[src/rtl/bdma_pkg.sv]
package bdma_pkg;
  typedef enum logic [2:0] {S_IDLE, S_FILL, S_WR, S_RD, S_PUSH} eng_state_e;

  localparam logic [7:0] OFF_SWR = 8'h08;
  localparam logic [7:0] OFF_SRC = 8'h20;
  localparam logic [7:0] OFF_DST = 8'h24;
  localparam logic [7:0] OFF_CNT = 8'h28;
  localparam logic [7:0] OFF_CTL = 8'h34;
  localparam logic [7:0] OFF_MSK = 8'h38;
  localparam logic [7:0] OFF_OPR = 8'h60;

  localparam int B_DE    = 0;
  localparam int B_TE    = 1;
  localparam int B_SP    = 2;
  localparam int B_IE    = 5;
  localparam int B_TSZ   = 6;
  localparam int B_DIR   = 8;
  localparam int B_NULL  = 12;
  localparam int B_NULLE = 16;
  localparam int B_FTE   = 24;
endpackage

[src/rtl/bdma_engine.sv]
module bdma_engine
  import bdma_pkg::*;
#(
  parameter int BURST_BYTES = 32,
  parameter int AW          = 32,
  localparam int DW         = 8 * BURST_BYTES
) (
  input  logic                   clk_i,
  input  logic                   rst_ni,
  input  logic                   go_i,
  input  logic                   abort_i,
  input  logic                   dir_i,
  input  logic                   last_i,
  input  logic [BURST_BYTES-1:0] mask_i,
  input  logic [AW-1:0]          src_i,
  input  logic [AW-1:0]          dst_i,
  output logic                   beat_done_o,
  output logic                   boundary_o,
  input  logic                   fifo_valid_i,
  input  logic [DW-1:0]          fifo_data_i,
  output logic                   fifo_ready_o,
  output logic                   push_valid_o,
  output logic [DW-1:0]          push_data_o,
  output logic [BURST_BYTES-1:0] push_strb_o,
  input  logic                   push_ready_i,
  output logic                   mem_req_o,
  output logic                   mem_we_o,
  output logic [AW-1:0]          mem_addr_o,
  output logic [DW-1:0]          mem_wdata_o,
  output logic [BURST_BYTES-1:0] mem_strb_o,
  input  logic                   mem_ack_i,
  input  logic [DW-1:0]          mem_rdata_i
);
  eng_state_e state_q, state_d;
  logic [DW-1:0] data_q;
  logic [BURST_BYTES-1:0] mask_rev, strb;

  // mask is MSB-aligned: top bit belongs to byte 0
  for (genvar i = 0; i < BURST_BYTES; i++) begin : g_rev
    assign mask_rev[i] = mask_i[BURST_BYTES-1-i];
  end
  assign strb = last_i ? mask_rev : '1;

  always_comb begin
    state_d = state_q;
    unique case (state_q)
      S_IDLE: if (go_i && !abort_i) state_d = dir_i ? S_RD : S_FILL;
      S_FILL: if (abort_i || !go_i) state_d = S_IDLE;
              else if (fifo_valid_i) state_d = S_WR;
      S_WR:   if (abort_i || mem_ack_i) state_d = S_IDLE;
      S_RD:   if (abort_i) state_d = S_IDLE;
              else if (mem_ack_i) state_d = S_PUSH;
      S_PUSH: if (abort_i || push_ready_i) state_d = S_IDLE;
      default: state_d = S_IDLE;
    endcase
  end

  always_ff @(posedge clk_i or negedge rst_ni) begin
    if (!rst_ni) begin
      state_q <= S_IDLE;
      data_q  <= '0;
    end else begin
      state_q <= state_d;
      if (fifo_ready_o && fifo_valid_i) data_q <= fifo_data_i;
      else if (state_q == S_RD && mem_ack_i) data_q <= mem_rdata_i;
    end
  end

  assign fifo_ready_o = (state_q == S_FILL) && go_i && !abort_i;
  assign mem_req_o    = (state_q == S_WR) || (state_q == S_RD);
  assign mem_we_o     = (state_q == S_WR);
  assign mem_addr_o   = dir_i ? src_i : dst_i;
  assign mem_wdata_o  = data_q;
  assign mem_strb_o   = strb;
  assign push_valid_o = (state_q == S_PUSH);
  assign push_data_o  = data_q;
  assign push_strb_o  = strb;
  assign boundary_o   = (state_q == S_IDLE) || (state_q == S_FILL);
  assign beat_done_o  = !abort_i && (((state_q == S_WR) && mem_ack_i) ||
                                     ((state_q == S_PUSH) && push_ready_i));

  p_req_hold_r2: assert property (@(posedge clk_i) disable iff (!rst_ni)
    (mem_req_o && !mem_ack_i && !abort_i) |=> (mem_req_o && $stable(mem_addr_o)));
endmodule

[src/rtl/burst_dma_chan.sv]
module burst_dma_chan
  import bdma_pkg::*;
#(
  parameter int BURST_BYTES = 32,
  parameter int AW          = 32,
  parameter int CW          = 24,
  localparam int DW         = 8 * BURST_BYTES,
  localparam int LOW_BITS   = $clog2(BURST_BYTES)
) (
  input  logic                   clk_i,
  input  logic                   rst_ni,
  input  logic                   reg_we_i,
  input  logic [7:0]             reg_addr_i,
  input  logic [31:0]            reg_wdata_i,
  output logic [31:0]            reg_rdata_o,
  output logic                   irq_o,
  input  logic                   fifo_valid_i,
  input  logic [DW-1:0]          fifo_data_i,
  output logic                   fifo_ready_o,
  input  logic                   fifo_null_i,
  output logic                   push_valid_o,
  output logic [DW-1:0]          push_data_o,
  output logic [BURST_BYTES-1:0] push_strb_o,
  input  logic                   push_ready_i,
  output logic                   mem_req_o,
  output logic                   mem_we_o,
  output logic [AW-1:0]          mem_addr_o,
  output logic [DW-1:0]          mem_wdata_o,
  output logic [BURST_BYTES-1:0] mem_strb_o,
  input  logic                   mem_ack_i,
  input  logic [DW-1:0]          mem_rdata_i
);
  logic [AW-1:0] src_q, dst_q;
  logic [CW-1:0] cnt_q;
  logic [BURST_BYTES-1:0] mask_q;
  logic [1:0] tsz_q;
  logic de_q, te_q, sp_q, ie_q, dir_q, nulle_q, null_q, fte_pend_q;
  logic dme_q, ae_q, swr_q;
  logic go, busy, beat_done, boundary, te_set, null_set, misaligned;

  assign busy       = de_q && !te_q;
  assign go         = busy && dme_q && !swr_q && (cnt_q != '0) && !fte_pend_q;
  assign misaligned = (src_q[LOW_BITS-1:0] | dst_q[LOW_BITS-1:0]) != '0;
  assign te_set     = (beat_done && cnt_q == CW'(1)) ||
                      (busy && dme_q && !swr_q && cnt_q == '0) ||
                      (fte_pend_q && busy && boundary);
  assign null_set   = nulle_q && busy && fifo_null_i && !swr_q;

  always_ff @(posedge clk_i or negedge rst_ni) begin
    if (!rst_ni) begin
      src_q <= '0; dst_q <= '0; cnt_q <= '0; mask_q <= '0; tsz_q <= '0;
      de_q <= 1'b0; te_q <= 1'b0; sp_q <= 1'b0; ie_q <= 1'b0; dir_q <= 1'b0;
      nulle_q <= 1'b0; null_q <= 1'b0; fte_pend_q <= 1'b0;
      dme_q <= 1'b0; ae_q <= 1'b0; swr_q <= 1'b0;
    end else begin
      if (reg_we_i) begin
        case (reg_addr_i)
          OFF_SWR: swr_q  <= reg_wdata_i[0];
          OFF_SRC: src_q  <= reg_wdata_i[AW-1:0];
          OFF_DST: dst_q  <= reg_wdata_i[AW-1:0];
          OFF_CNT: cnt_q  <= reg_wdata_i[CW-1:0];
          OFF_MSK: mask_q <= reg_wdata_i[BURST_BYTES-1:0];
          OFF_OPR: begin
            dme_q <= reg_wdata_i[0];
            ae_q  <= ae_q & reg_wdata_i[1];
          end
          OFF_CTL: begin
            de_q    <= reg_wdata_i[B_DE];
            te_q    <= te_q & reg_wdata_i[B_TE];
            sp_q    <= sp_q & reg_wdata_i[B_SP];
            null_q  <= null_q & reg_wdata_i[B_NULL];
            ie_q    <= reg_wdata_i[B_IE];
            tsz_q   <= reg_wdata_i[B_TSZ+1:B_TSZ];
            dir_q   <= reg_wdata_i[B_DIR];
            nulle_q <= reg_wdata_i[B_NULLE];
            if (!reg_wdata_i[B_DE]) fte_pend_q <= 1'b0;
            else if (reg_wdata_i[B_FTE] && busy) fte_pend_q <= 1'b1;
            if (reg_wdata_i[B_DE] && !de_q && misaligned) begin
              de_q <= 1'b0;
              sp_q <= 1'b1;
              ae_q <= 1'b1;
            end
          end
          default: ;
        endcase
      end
      if (beat_done) begin
        if (dir_q) src_q <= src_q + AW'(BURST_BYTES);
        else       dst_q <= dst_q + AW'(BURST_BYTES);
        cnt_q <= cnt_q - CW'(1);
      end
      if (te_set) begin
        te_q       <= 1'b1;
        fte_pend_q <= 1'b0;
      end
      if (null_set) null_q <= 1'b1;
      if (swr_q) begin
        de_q <= 1'b0; te_q <= 1'b0; sp_q <= 1'b0; null_q <= 1'b0; fte_pend_q <= 1'b0;
      end
    end
  end

  always_comb begin
    reg_rdata_o = '0;
    case (reg_addr_i)
      OFF_SWR: reg_rdata_o[0] = swr_q;
      OFF_SRC: reg_rdata_o[AW-1:0] = src_q;
      OFF_DST: reg_rdata_o[AW-1:0] = dst_q;
      OFF_CNT: reg_rdata_o[CW-1:0] = cnt_q;
      OFF_MSK: reg_rdata_o[BURST_BYTES-1:0] = mask_q;
      OFF_OPR: reg_rdata_o[1:0] = {ae_q, dme_q};
      OFF_CTL: begin
        reg_rdata_o[B_DE]    = de_q;
        reg_rdata_o[B_TE]    = te_q;
        reg_rdata_o[B_SP]    = sp_q;
        reg_rdata_o[B_IE]    = ie_q;
        reg_rdata_o[B_TSZ+1:B_TSZ] = tsz_q;
        reg_rdata_o[B_DIR]   = dir_q;
        reg_rdata_o[B_NULL]  = null_q;
        reg_rdata_o[B_NULLE] = nulle_q;
      end
      default: ;
    endcase
  end

  assign irq_o = (ie_q && (te_q || sp_q)) || null_q;

  bdma_engine #(.BURST_BYTES(BURST_BYTES), .AW(AW)) u_engine (
    .clk_i, .rst_ni,
    .go_i(go), .abort_i(swr_q), .dir_i(dir_q), .last_i(cnt_q == CW'(1)),
    .mask_i(mask_q), .src_i(src_q), .dst_i(dst_q),
    .beat_done_o(beat_done), .boundary_o(boundary),
    .fifo_valid_i, .fifo_data_i, .fifo_ready_o,
    .push_valid_o, .push_data_o, .push_strb_o, .push_ready_i,
    .mem_req_o, .mem_we_o, .mem_addr_o, .mem_wdata_o, .mem_strb_o,
    .mem_ack_i, .mem_rdata_i
  );

  p_dst_step_r2: assert property (@(posedge clk_i) disable iff (!rst_ni)
    (beat_done && !dir_q && !reg_we_i) |=> dst_q == $past(dst_q) + AW'(BURST_BYTES));
  p_te_with_de_r5: assert property (@(posedge clk_i) disable iff (!rst_ni)
    $rose(te_q) |-> $past(de_q));
  p_fifo_needs_dme_r8: assert property (@(posedge clk_i) disable iff (!rst_ni)
    fifo_ready_o |-> dme_q);
  p_req_needs_dme_r8: assert property (@(posedge clk_i) disable iff (!rst_ni)
    $rose(mem_req_o) |-> $past(dme_q));
  p_ae_stops_r10: assert property (@(posedge clk_i) disable iff (!rst_ni)
    $rose(ae_q) |-> !de_q);
endmodule

[config.mk]
export PLATFORM = sky130hd
export DESIGN_NAME = burst_dma_chan
export DESIGN_NICKNAME = d
export VERILOG_FILES = /design/src/rtl/bdma_pkg.sv /design/src/rtl/bdma_engine.sv /design/src/rtl/burst_dma_chan.sv
export SDC_FILE = /design/constraint.sdc
export NUM_CORES = 1
export LEC_CHECK = 0
export BUFFER_PORTS_ARGS = -buffer_cell sky130_fd_sc_hd__buf_2
export CORE_AREA = 5 5 462 464
export DETAILED_ROUTE_END_ITERATION = 7
export DIE_AREA = 0 0 467 469
export HOLD_SLACK_MARGIN = 0.1
export PLACE_DENSITY = 0.3
export SLEW_MARGIN = 20
export SYNTH_ARGS = -nofsm -noshare
export SYNTH_HDL_FRONTEND = slang
export SYNTH_SLANG_ARGS = --single-unit
[constraint.sdc]
create_clock -name clk_i -period 2.18 [get_ports clk_i]
set_clock_uncertainty 0.1 [all_clocks]
set_input_delay 0.218 -clock clk_i [delete_from_list [all_inputs] [get_ports clk_i]]
set_output_delay 0.218 -clock clk_i [all_outputs]
set_load 0.03 [all_outputs]
Word level (Yosys, flattened, before mapping):

Index checks and enable logic that the tools add are counted.

* register bits: 392
* input port bits: 559
* output and inout bits: 645
* word-level logic and storage cells: 168

* $add $sub $neg: 3
* eq/ne operators: 19
* multiplexer cells: 59
* bitwise logic cells: 5
* reduce and logical (&&, ||, !) cells: 64

Operator list (count)
* $mux W256: 2
* $mux W32: 10
* $mux W24: 3
* $add A32 B6 Y32 const B: 2
* $eq A8 B6 Y1 const B: 5
* $pmux W7 S4: 1
* $eq A24 B1 Y1 const B: 1
* $logic_and A1 B1 Y1: 24
* $logic_not A24 Y1: 1
* $pmux W3 S4: 2
* $pmux W8 S3: 1
* $reduce_bool A24 Y1: 1
* $sub A24 B1 Y24 const B: 1
* $mux W1: 23
* $mux W3: 7
* $pmux W4 S5: 1
* $reduce_and A2 Y1: 8
* $pmux W1 S5: 3
* $pmux W3 S5: 1
* $reduce_bool A2 Y1: 6
* $reduce_bool A3 Y1: 4
* $logic_or A1 B1 Y1: 10
* $eq A8 B4 Y1 const B: 1
* $eq A8 B7 Y1 const B: 1
* 20 further kinds: 31

Longest topological paths before layout:

Gate-level depths: netlist (run 1).

* word-level depth: 10
* mapped depth: 8
* mapped depth without buffers: 7

By module:

From an unflattened synthesis (run 1), not the netlist that was laid out.

* cells, all modules: 2062
* area total of the unflattened synthesis: 24359.6 um^2

By module, submodules not included
* bdma_engine: times used 1, cells each 1213, area each 16702.3 um^2, seq. area each 6481.2 um^2
* burst_dma_chan: times used 1, cells each 849, area each 7657.3 um^2, seq. area each 3328.2 um^2

Worst setup path before layout (run 1):

OpenSTA, ideal clock, no wires.

* path kind: register -> output
* start point: register cnt_q[3]
* end point: output port push_strb_o[1]
* data arrival time: 1984 ps
* required time: 1862 ps
* slack: -122 ps
* cell stages (with the launch flop): 8
* path buffers: 2
* path through: dfrtp_1 > nor3_1 > nand4_2 > nor2_1 > nand2_1 > clkbuf_1 > or2_2 > buf_4

* longest elaborated chain between the ends: 2

Ends and longest elaborated chain
* start, declared: RTL line burst_dma_chan.sv:34 `logic [CW-1:0] cnt_q;`
* start signal, assigned: RTL line burst_dma_chan.sv:61 `OFF_CNT: cnt_q <= reg_wdata_i[CW-1:0];`
* start signal, assigned: RTL line burst_dma_chan.sv:90 `cnt_q <= cnt_q - CW'(1);`
* $eq A24 B1 Y1: RTL line burst_dma_chan.sv:130 `.go_i(go), .abort_i(swr_q), .dir_i(dir_q), .last_i(cnt_q == CW'(1)),`
* $mux W32: RTL line bdma_engine.sv:42 `assign strb = last_i ? mask_rev : '1;`
* end, declared: RTL line burst_dma_chan.sv:23 `output logic [BURST_BYTES-1:0] push_strb_o,`

Every way passes these cells.

Final worst setup path (run 1):

* start point: register cnt_q[13]
* end point: output port mem_strb_o[28]

* longest elaborated chain between the ends: 2

Ends and longest elaborated chain
* $eq A24 B1 Y1: RTL line burst_dma_chan.sv:130
* $mux W32: RTL line bdma_engine.sv:42
* end, declared: RTL line burst_dma_chan.sv:29 `output logic [BURST_BYTES-1:0] mem_strb_o,`

Every way passes these cells.

==> flow_summary.ini, run 1 <==
[timing]
setup_viol_count_final = 405
finalMaxSlewViolations = 0
max_slew_margin = 0.600
min_period_ns = 2.83
period_share = 1.30
hold_slack_ns = 0.201
hold_viol = 0
grt_setup_unrepaired = yes
worstMarginPinSlew_ns = 0.594
worst_slack_ns = -0.652
fmax_mhz = 353

[drt]
dr_total_vias = 25300
drt-vias-per-instance = 3.63
firstDrtPassIters = 6
wl_per_cell_um = 23.4
drt_iter0_drc = 1608
finalWirelength_um = 163000
antenna_left = 0
drc = 0

[hold_path]
min_to = de_q
hp-start = reg_addr_i[4]
holdPathStages = 5
hp-class = in -> reg

[final_layout]
mostFrequentLayoutCells = buf_2 (1106), dlygate4sd3_1 (556), dfrtp_1 (389)
postLayoutCoreUtil = 0.198
layout_commonest_cell = buf_2
fin_cells = 6960
syn_to_final_growth_pct = 84.9
drive_gt1_frac = 0.436
postLayoutCellArea_mm2 = 0.0414
fin_nets = 4666

[worst_setup_path]
worstSetupPathType = reg -> out
rrSetupSlack_ns = -0.41
endpoint_kind = output pin
cp_data_arrival_time_ns = 2.51
startpoint_type = flop
worstPathMaxFanout = 32
cp.required_ns = 1.86
worstReg2RegStart = cnt_q[13]
slowest_delay_ns = 0.40
cp_cell_sequence = nor4_4 > nand4_2 > nor2_2 > nand2_2 > buf_12 > or2_2 > buf_4
critPathSlowestCell = dfrtp_1
ff2ff_path_depth = 12
timing.rr.end = u_engine.mem_wdata_o[179]

[placed_design]
place_hpwl_um = 128000
place_area_mm2 = 0.0316
globalplace.congestion = 0.883
placed_cells = 6220
pre_cts_slack_ns = -0.217
port_buffers = 1203

[cts]
cts_buffer_depth = 3
numCtsBuffers = 55
clk_pin_slew_ns = 0.06
htreeDepth = 2
clkLatencyLatePin_ns = 0.70
cts_tree = built
cts_sinks = 392
root_buffer = clkbuf_16

[power_and_ir_drop]
ir_drop_v = 0.000549
power.leakage_nw = 22.3
power.density_mw_per_mm2 = 541

[run_status]
outcome = finished with violations
violations = negative setup slack

[yosys]
ys_top_cells_by_area = dfrtp_1 (44%), mux2i_1 (12%), buf_4 (10%)
synth_warnings = 0
synth.avg_cell_area_um2 = 9.42
synthArstFlopShare = 1.00
ys.flop_type = dfrtp_1
synth_area_mm2 = 0.0224
synth_top_area_cell = dfrtp_1
synth_edf_count = 0
synth_cell_types = 68
synth_cells = 2379
yosys.area.top_type_share = 0.438
ys_seq_elements = 392
syn_nets = 2943
ys_seq_area_frac = 0.438

[floorplan]
fp.dieW_um = 467
die_h_um = 469
die-area_mm2 = 0.219
core-area_mm2 = 0.209
rows = 168
initial_core_util = 0.107
io_pins = 1204

[global_routing]
antenna_found_initial = 18
grt_pass1_vias = 25700
grt.total_usage = 0.137
grt_max_degree = 55
grt_pass1_wl_um = 213000
grt-ovfl-total = 0

[flow_run]
max_cap_viol_count = 0
[area by class of cell]
class                   instances  area, µm²
flip-flops and latches        392       9810
diodes                          7       17.5
well taps                    2805       3510
clock buffers                  80       1650
fillers                     23300     167000
clock inverters                23        364
repair buffers               2106      16100
multi-input cells            1525       9910
inverters                      22       82.6
[stage by stage]
step           TNS (ns)  power [mW]
2_1_floorplan     -2.31        9.08
3_3_place_gp     -22.09        11.1
3_5_place_dp     -25.41        11.1
4_1_cts         -121.88        22.9
5_1_grt         -181.78        23.4
6_report        -123.26        22.4
[report_power, final]
group	switching [mW]	internal, mW	leakage [nW]
logic	2.13	2.16	16.0
registers	0.305	7.59	5.31
clock network	4.05	6.19	0.988
total	6.49	15.9	22.3
[kinds of logic (layout without fill, tap and decap cells)]
logic type | Yosys count | in the layout | share of synthesized area
AOI/OAI and AO/OA | 505 | 505 | 0.135
and+or+nand+nor | 687 | 687 | 0.140
muxes | 326 | 326 | 0.149
other | 0 | 7 | 0
buffers and inverters | 462 | 2231 | 0.134
adders and majority gates | 5 | 5 | 0.00279
DFF | 392 | 392 | 0.438
xor gates and xnor gates | 2 | 2 | 0.000782
[critical path: cells and delay by family, from the launching register on]
kind / cells / cell delay, ns
flops: 1 / 0.40
simple gates: 5 / 1.05
buf+inv: 2 / 0.35
[Yosys cell counts (3+ instances only)]
library cell,count
a211oi_1,35
a21oi_1,302
a221o_1,3
a222oi_1,5
a22oi_1,51
a311oi_1,15
and2_1,5
and3_1,14
and4_1,7
buf_1,12
buf_2,46
buf_4,301
buf_6,10
clkbuf_1,71
dfrtp_1,392
ha_1,5
inv_1,22
mux2_2,65
mux2i_1,261
nand2_1,119
nand2b_1,9
nand3_1,35
nand3b_1,4
nand4_1,17
nor2_1,344
nor2b_1,6
nor3_1,44
nor3b_1,4
nor4_1,17
nor4_2,4
o211ai_1,4
o21ai_0,40
o221a_2,5
o22ai_1,9
o31ai_1,5
o32ai_1,4
o41ai_1,4
or2_2,38
or3_1,4
[flip-flops by register name, summed over array words and instances (netlist names)]
register / cells
u_engine.state_q: 3
null_q: 1
u_engine.mem_wdata_o: 256
dir_q: 1
tsz_q: 2
src_q: 32
fte_pend_q: 1
mask_q: 32
ae_q: 1
de_q: 1
cnt_q: 24
dme_q: 1
dst_q: 32
te_q: 1
sp_q: 1
nulle_q: 1
ie_q: 1
swr_q: 1
[worst max-delay path by stage]
stage	from	endpoint	slack (ns)	cells after the start
after global routing	cnt_q[13]	push_strb_o[16]	-0.81	7
after CTS	cnt_q[11]	push_strb_o[12]	-0.78	7
after floorplan	cnt_q[6]	push_strb_o[1]	-0.08	8
after global placement	u_engine.state_q[2]	u_engine.mem_wdata_o[247]	-0.22	8
final	cnt_q[13]	mem_strb_o[28]	-0.65	7
after detailed placement	u_engine.state_q[2]	u_engine.mem_wdata_o[242]	-0.22	8
[repair_timing]
action / 4_1_cts / 5_1_grt
pin swaps: 16 / 5
gates cloned: 15 / 15
hold buffers: 557 / 0
setup endpoints to repair: 391 / 450
gates resized for setup: 261 / 41
hold endpoints to repair: 784 / 0
buffers inserted: 30 / 16
[per-layer routing]
layer	share of wire	up-vias	global-route usage
met5	0.00036	-	0
met4	0.029	10	0.0380
met3	0.061	154	0.0260
met2	0.48	955	0.231
li1	-	11600	-
met1	0.43	12600	0.178
Power figures use the tool's default switching activity.
==> run 2, diff against run 1 <==
--- a/config.mk
+++ b/config.mk
@@ -6,12 +6,13 @@
 export NUM_CORES = 1
 export LEC_CHECK = 0
 export BUFFER_PORTS_ARGS = -buffer_cell sky130_fd_sc_hd__buf_2
-export CORE_AREA = 5 5 462 464
+export CORE_AREA = 5 5 463 465
 export DETAILED_ROUTE_END_ITERATION = 7
-export DIE_AREA = 0 0 467 469
+export DIE_AREA = 0 0 468 470
 export HOLD_SLACK_MARGIN = 0.1
-export PLACE_DENSITY = 0.3
+export PLACE_DENSITY = 0.31
 export SLEW_MARGIN = 20
 export SYNTH_ARGS = -nofsm -noshare
 export SYNTH_HDL_FRONTEND = slang
+export SYNTH_HIERARCHICAL = 1
 export SYNTH_SLANG_ARGS = --single-unit
==> run 2 against run 1 <==
  * The flow still finishes with violations (negative setup slack)
  * Cell count decreased by 2.8%
  * Sequential cell count unchanged
  * Wire length increased by 16%
  * Count of clock-buffer cells in the layout increased by 4
  * Worst setup slack got worse by 0.36 ns
  * Critical endpoint is now push_strb_o[27]
  * Largest cell class unchanged
  * Highest routed layer unchanged
==> flow_summary.ini, run 2 <==
[floorplan]
die-area_mm2 = 0.220
die_h_um = 470
rows = 168
fp.dieW_um = 468
core-area_mm2 = 0.209
io_pins = 1204
initial_core_util = 0.116

[final_layout]
layout_commonest_cell = buf_2
drive_gt1_frac = 0.639
syn_to_final_growth_pct = 86.3
mostFrequentLayoutCells = buf_2 (1097), dlygate4sd3_1 (554), dfrtp_1 (386)
postLayoutCellArea_mm2 = 0.0454
fin_nets = 4462
largest_register_ffs = 256

[drt]
antenna_left = 0
finalWirelength_um = 189000
firstDrtPassIters = 5
dr_total_vias = 24300
drt_iter0_drc = 1328
drc = 0
drt-vias-per-instance = 3.59
wl_per_cell_um = 27.9

[power_and_ir_drop]
p_seq_frac = 0.344
p_clk_frac = 0.409
p_int_mw = 16.2
combPwrFrac = 0.247
power.leakage_nw = 22.4
p_sw_mw = 8.05
ir_drop_v = 0.000590
sw_frac_of_total = 0.332
power.density_mw_per_mm2 = 534

[global_routing]
grt.total_usage = 0.162
grt-ovfl-total = 0
antenna_found_initial = 34
grt_max_degree = 70
grt_pass1_vias = 26100
grt_pass1_wl_um = 244000

[cts]
clk_pin_slew_ns = 0.06
htreeDepth = 2
cts_buffer_depth = 3
numCtsBuffers = 58
clkLatencyLatePin_ns = 0.69
cts_tree = built
root_buffer = clkbuf_16
cts_sinks = 392

[worst_setup_path]
endpoint_kind = output pin
cp.required_ns = 1.86
worstPathMaxFanout = 11
worstSetupPathType = reg -> out
critPathSlowestCell = or4_4
ff2ff_path_depth = 14
slowest_delay_ns = 0.57
cp_data_arrival_time_ns = 2.88
startpoint_type = flop
cp_cell_sequence = or4_4 > nor3_4 > nand2_2 > nor3_4 > and2_4 > buf_12 > buf_12 > nand2b_1 > buf_2

[run_status]
outcome = finished with violations
violations = negative setup slack

[placed_design]
globalplace.congestion = 0.865
place_area_mm2 = 0.0338
place_hpwl_um = 154000
port_buffers = 1203

[timing]
worstMarginPinSlew_ns = 0.519
setup_viol_count_final = 425
worst_slack_ns = -1.02
max_slew_margin = 0.651
hold_slack_ns = 0.160
fmax_mhz = 313
period_share = 1.47
grt_setup_unrepaired = yes
finalMaxSlewViolations = 0
hold_viol = 0
min_period_ns = 3.20

[yosys]
ys_top_cells_by_area = dfrtp_1 (40%), mux2_2 (16%), mux2_4 (15%)
synth_top_area_cell = dfrtp_1
ys_seq_area_frac = 0.403
synth_warnings = 6
synth_area_mm2 = 0.0244
synth_edf_count = 0
synth_top_cells_by_count = dfrtp_1 (392), mux2_2 (351), buf_4 (288)
synth.avg_cell_area_um2 = 11.8
yosysMostFrequentCell = dfrtp_1
yosys.area.top_type_share = 0.403
synth_cell_types = 70
syn_nets = 2626
ys.flop_type = dfrtp_1
synthArstFlopShare = 1.00
ys_seq_elements = 392
synth_cells = 2062

[hold_path]
hp-class = in -> async

[flow_run]
max_cap_viol_count = 0
run 2: cell types whose count changed in the layout (fill, tap and decap cells not counted), sizes merged, moves of 8 or more:
cell / before / now
mux2i: 261 / 13
buf: 1534 / 1619
nand2b: 9 / 35
inv: 23 / 14
mux2: 65 / 591
a211oi: 37 / 21
diode: 7 / 22
nor2: 345 / 84
nor3: 46 / 38
or2: 38 / 2
a21oi: 302 / 42
a311oi: 15 / 6
run 2: critical path: cells and delay by family, from the launching register on:
family                 cells  cell delay, ns
and+or+nand+nor            6            1.30
buffers and inverters      3            0.48
DFF                        1            0.37
run 2: layout make-up:
| cell class | count | area (µm²) |
|---|---|---|
| Tap cell | 2805 | 3510 |
| Antenna cell | 22 | 55.1 |
| Inverter | 12 | 45.0 |
| Clock inverter | 19 | 248 |
| Clock buffer | 84 | 1690 |
| Timing Repair Buffer | 2178 | 17200 |
| Sequential cell | 392 | 9820 |
| Multi-Input combinational cell | 1256 | 12900 |
| Fill cell | 22800 | 164000 |
run 2: path summary, 6_finish.rpt:
path,from,to,slack (ns)
hold reg to reg,tsz_q[0],tsz_q[0],0.38
hold / removal,rst_ni,mask_q[30],0.16
setup reg to reg,cnt_q[9],u_engine/mem_wdata_o[37],-0.87
max in group asynchronous,rst_ni,u_engine/mem_wdata_o[238],1.27
setup / recovery,cnt_q[9],push_strb_o[27],-1.02
min in group clk_i,reg_addr_i[2],tsz_q[1],0.20
run 2: per-layer routing:
layer	wire length, µm	GRT usage	vias to the layer above
li1	-	-	10800
met1	72500	0.183	12300
met2	94500	0.291	967
met3	14500	0.0458	194
met4	7350	0.0564	14
met5	86	0	-
run 2: repair_timing:
action,in CTS,in global routing
gates cloned,27,4
resized for setup,460,248
pin swaps,76,72
setup endpoints to repair,459,464
hold endpoints to repair,784,0
buffers inserted,93,57
hold buffers,555,0
run 2: stage by stage:
stage          total power [mW]  TNS, ns  setup WS [ns]  cells  utilization
2_1_floorplan              10.7  -145.25         -0.432   2062            -
3_3_place_gp               13.3  -239.84         -0.834   5962        0.162
3_5_place_dp               13.3  -239.35         -0.838   5962        0.162
4_1_cts                    24.6  -300.91          -1.17   6719        0.213
5_1_grt                    25.3  -335.69          -1.20   6757        0.217
6_report                   24.3  -275.49          -1.02   6768        0.217
run 2: cell families (layout without fill, tap and decap cells):
kind of cell               Yosys count  after routing  share of synthesized area
AOI/OAI and AO/OA                  230            230                     0.0641
other                                0             22                          0
buffers and inverters              414           2293                      0.126
adders and majority gates            5              5                    0.00257
xor gates and xnor gates            10             10                    0.00360
and+or+nand+nor                    407            407                     0.0851
DFF                                392            392                      0.403
muxes                              604            604                      0.316
run 2: power by group through the flow:
stage | clock (mW) | combinational (mW) | sequential, mW
after CTS | 10.3 | 5.94 | 8.35
after detailed placement | 0 | 4.82 | 8.46
after floorplan | 0 | 2.02 | 8.64
after global routing | 10.6 | 6.30 | 8.39
after global placement | 0 | 4.84 | 8.47
final | 9.93 | 5.98 | 8.35
==> run 3, diff against run 2 <==
--- a/config.mk
+++ b/config.mk
@@ -11,6 +11,7 @@
 export DIE_AREA = 0 0 468 470
 export HOLD_SLACK_MARGIN = 0.1
 export PLACE_DENSITY = 0.31
+export REMOVE_ABC_BUFFERS = 1
 export SLEW_MARGIN = 20
 export SYNTH_ARGS = -nofsm -noshare
 export SYNTH_HDL_FRONTEND = slang
==> run 3 against run 2 <==
  * The run still ends with negative setup slack left
  * Wire length fell by 0.41%
  * Hold slack improved by 0.011 ns
  * Sequential cell count did not move
  * Sequential share of layout area fell by 0.16 points
  * Non-clock buffer count rose by 12
  * Combinational power fell by 3%
  * Register-to-register slack got worse by 0.24 ns
  * Sequential power rose by 0.6%
  * Power rose by 1.4%
  * Largest power group unchanged
==> flow_summary.ini, run 3 (synthesis gave the netlist of run 2 again) <==
[global_routing]
grt_pass1_vias = 25300
grt_pass1_wl_um = 241000
antenna_found_initial = 52
grt.total_usage = 0.161
grt-ovfl-total = 0
grt_max_degree = 75

[drt]
antenna_left = 0
firstDrtPassIters = 6
drt_iter0_drc = 1027
finalWirelength_um = 188000
drt-vias-per-instance = 3.55
drc = 0
dr_total_vias = 24100
wl_per_cell_um = 27.7

[worst_setup_path]
startpoint = cnt_q[11]
cp_cell_sequence = or4_4 > nor3_4 > nand2_2 > nor3_2 > buf_4 > and2_4 > buf_6 > buf_12 > nand2b_4 > buf_6
critPathSlowestCell = or4_4
crit_top_cell = buf_6
worstSetupPathType = reg -> out
cp.required_ns = 1.86
slowest_delay_ns = 0.56
cp_data_arrival_time_ns = 3.00
worstReg2RegStart = cnt_q[11]
endpoint_kind = output pin
worstPathMaxFanout = 8
startpoint_type = flop

[cts]
htreeDepth = 2
root_buffer = clkbuf_16
numCtsBuffers = 59
clkLatencyLatePin_ns = 0.68
cts_buffer_depth = 3
cts_sinks = 392
clk_pin_slew_ns = 0.06
cts_tree = built

[placed_design]
globalplace.congestion = 0.845
port_buffers = 1203
place_hpwl_um = 156000
placed_cells = 5974

[power_and_ir_drop]
ir_drop_v = 0.000597
power.leakage_nw = 22.6
total_power_mw = 24.6
power.density_mw_per_mm2 = 538

[hold_path]
hp-class = in -> reg
hp-start = reg_addr_i[1]

[final_layout]
fin_cells = 6792
fillCellCount = 22800
ff_latch_area_mm2 = 0.00981
drive_gt1_frac = 0.635
multi_input_area_mm2 = 0.0128
layout_commonest_cell = buf_2
mostFrequentLayoutCells = buf_2 (1074), dlygate4sd3_1 (560), dfrtp_1 (388)
largest_register_ffs = 256
syn_to_final_growth_pct = 87.7
fin_nets = 4475

[run_status]
violations = negative setup slack
outcome = finished with violations

[floorplan]
core-area_mm2 = 0.209
fp.dieW_um = 468
die_h_um = 470
die-area_mm2 = 0.220
initial_core_util = 0.116
rows = 168
io_pins = 1204

[timing]
period_share = 1.52
min_period_ns = 3.31
worst_slack_ns = -1.13
finalMaxSlewViolations = 0
setup_viol_count_final = 409
max_slew_margin = 0.615
hold_viol = 0
fmax_mhz = 302
hold_slack_ns = 0.171
worstMarginPinSlew_ns = 0.578
grt_setup_unrepaired = yes

[flow_run]
max_cap_viol_count = 0
[run 3: cell count changes in the layout (fill, tap and decap cells not counted), moves of 7 or more]
cell,change
nand2b_1,-9
clkbuf_16,+13
nand2b_4,+20
buf_8,+7
nand2b_2,-11
buf_6,+35
buf_12,-23
nand2_1,+9
buf_2,-23
[run 3: cell type report]
class | instances | share of cell area
inverter | 12 | 0.000985
multi-input combinational | 1256 | 0.279
clock buffer | 89 | 0.0383
antenna | 27 | 0.00148
timing repair buffer | 2190 | 0.383
tap | 2805 | 0.0768
clock inverter | 21 | 0.00616
sequential | 392 | 0.215
[run 3: where the power goes]
group / leakage [nW] / internal (mW) / total, mW / switching, mW
Clock: 0.994 / 6.22 / 10.4 / 4.18
Combinational: 16.5 / 2.65 / 5.79 / 3.14
Sequential: 5.12 / 7.70 / 8.40 / 0.705
[run 3: layer usage]
| metal | GRT usage | up-vias | part of all wire |
|---|---|---|---|
| met2 | 0.311 | 837 | 0.55 |
| met5 | 0 | - | 0.00073 |
| met3 | 0.0393 | 169 | 0.062 |
| met1 | 0.171 | 12200 | 0.36 |
| met4 | 0.0447 | 22 | 0.033 |
| li1 | - | 10900 | - |
[run 3: worst paths after layout]
path                                             end  slack [ns]  cells past startpoint
max                                   push_strb_o[1]       -1.13                     10
min                                             ae_q        0.17                      6
max reg2reg                u_engine/mem_wdata_o[216]       -1.11                     16
min reg2reg                                     ae_q        0.41                      2
max in group asynchronous  u_engine/mem_wdata_o[219]        1.20                      3
min in group asynchronous                  dst_q[24]        0.22                      3
[run 3: what timing repair did]
item                                    in CTS  in global routing
gates cloned                                15                 19
hold endpoints to repair                   784                  0
resized for setup                          277                497
endpoints found under the setup margin     469                468
buffers inserted                            39                 79
pin swaps                                    4                 77
hold buffers                               562                  0
[run 3: critical path: cells and delay by family, from the launching register on]
kind          cells  cell delay (ns)
simple gates      6             1.28
buf+inv           4             0.65
flops             1             0.38
[run 3: stage by stage]
stage / cell area [µm²] / TNS, ns / util / setup slack (ns)
final: 45700 / -338.28 / 0.219 / -1.13
after global routing: 45700 / -396.97 / 0.219 / -1.29
after CTS: 43300 / -384.88 / 0.207 / -1.16
after detailed placement: 33800 / -299.69 / 0.162 / -0.976
after global placement: 33800 / -332.10 / 0.162 / -1.07
after floorplan: 21300 / -2606.86 / - / -9.27
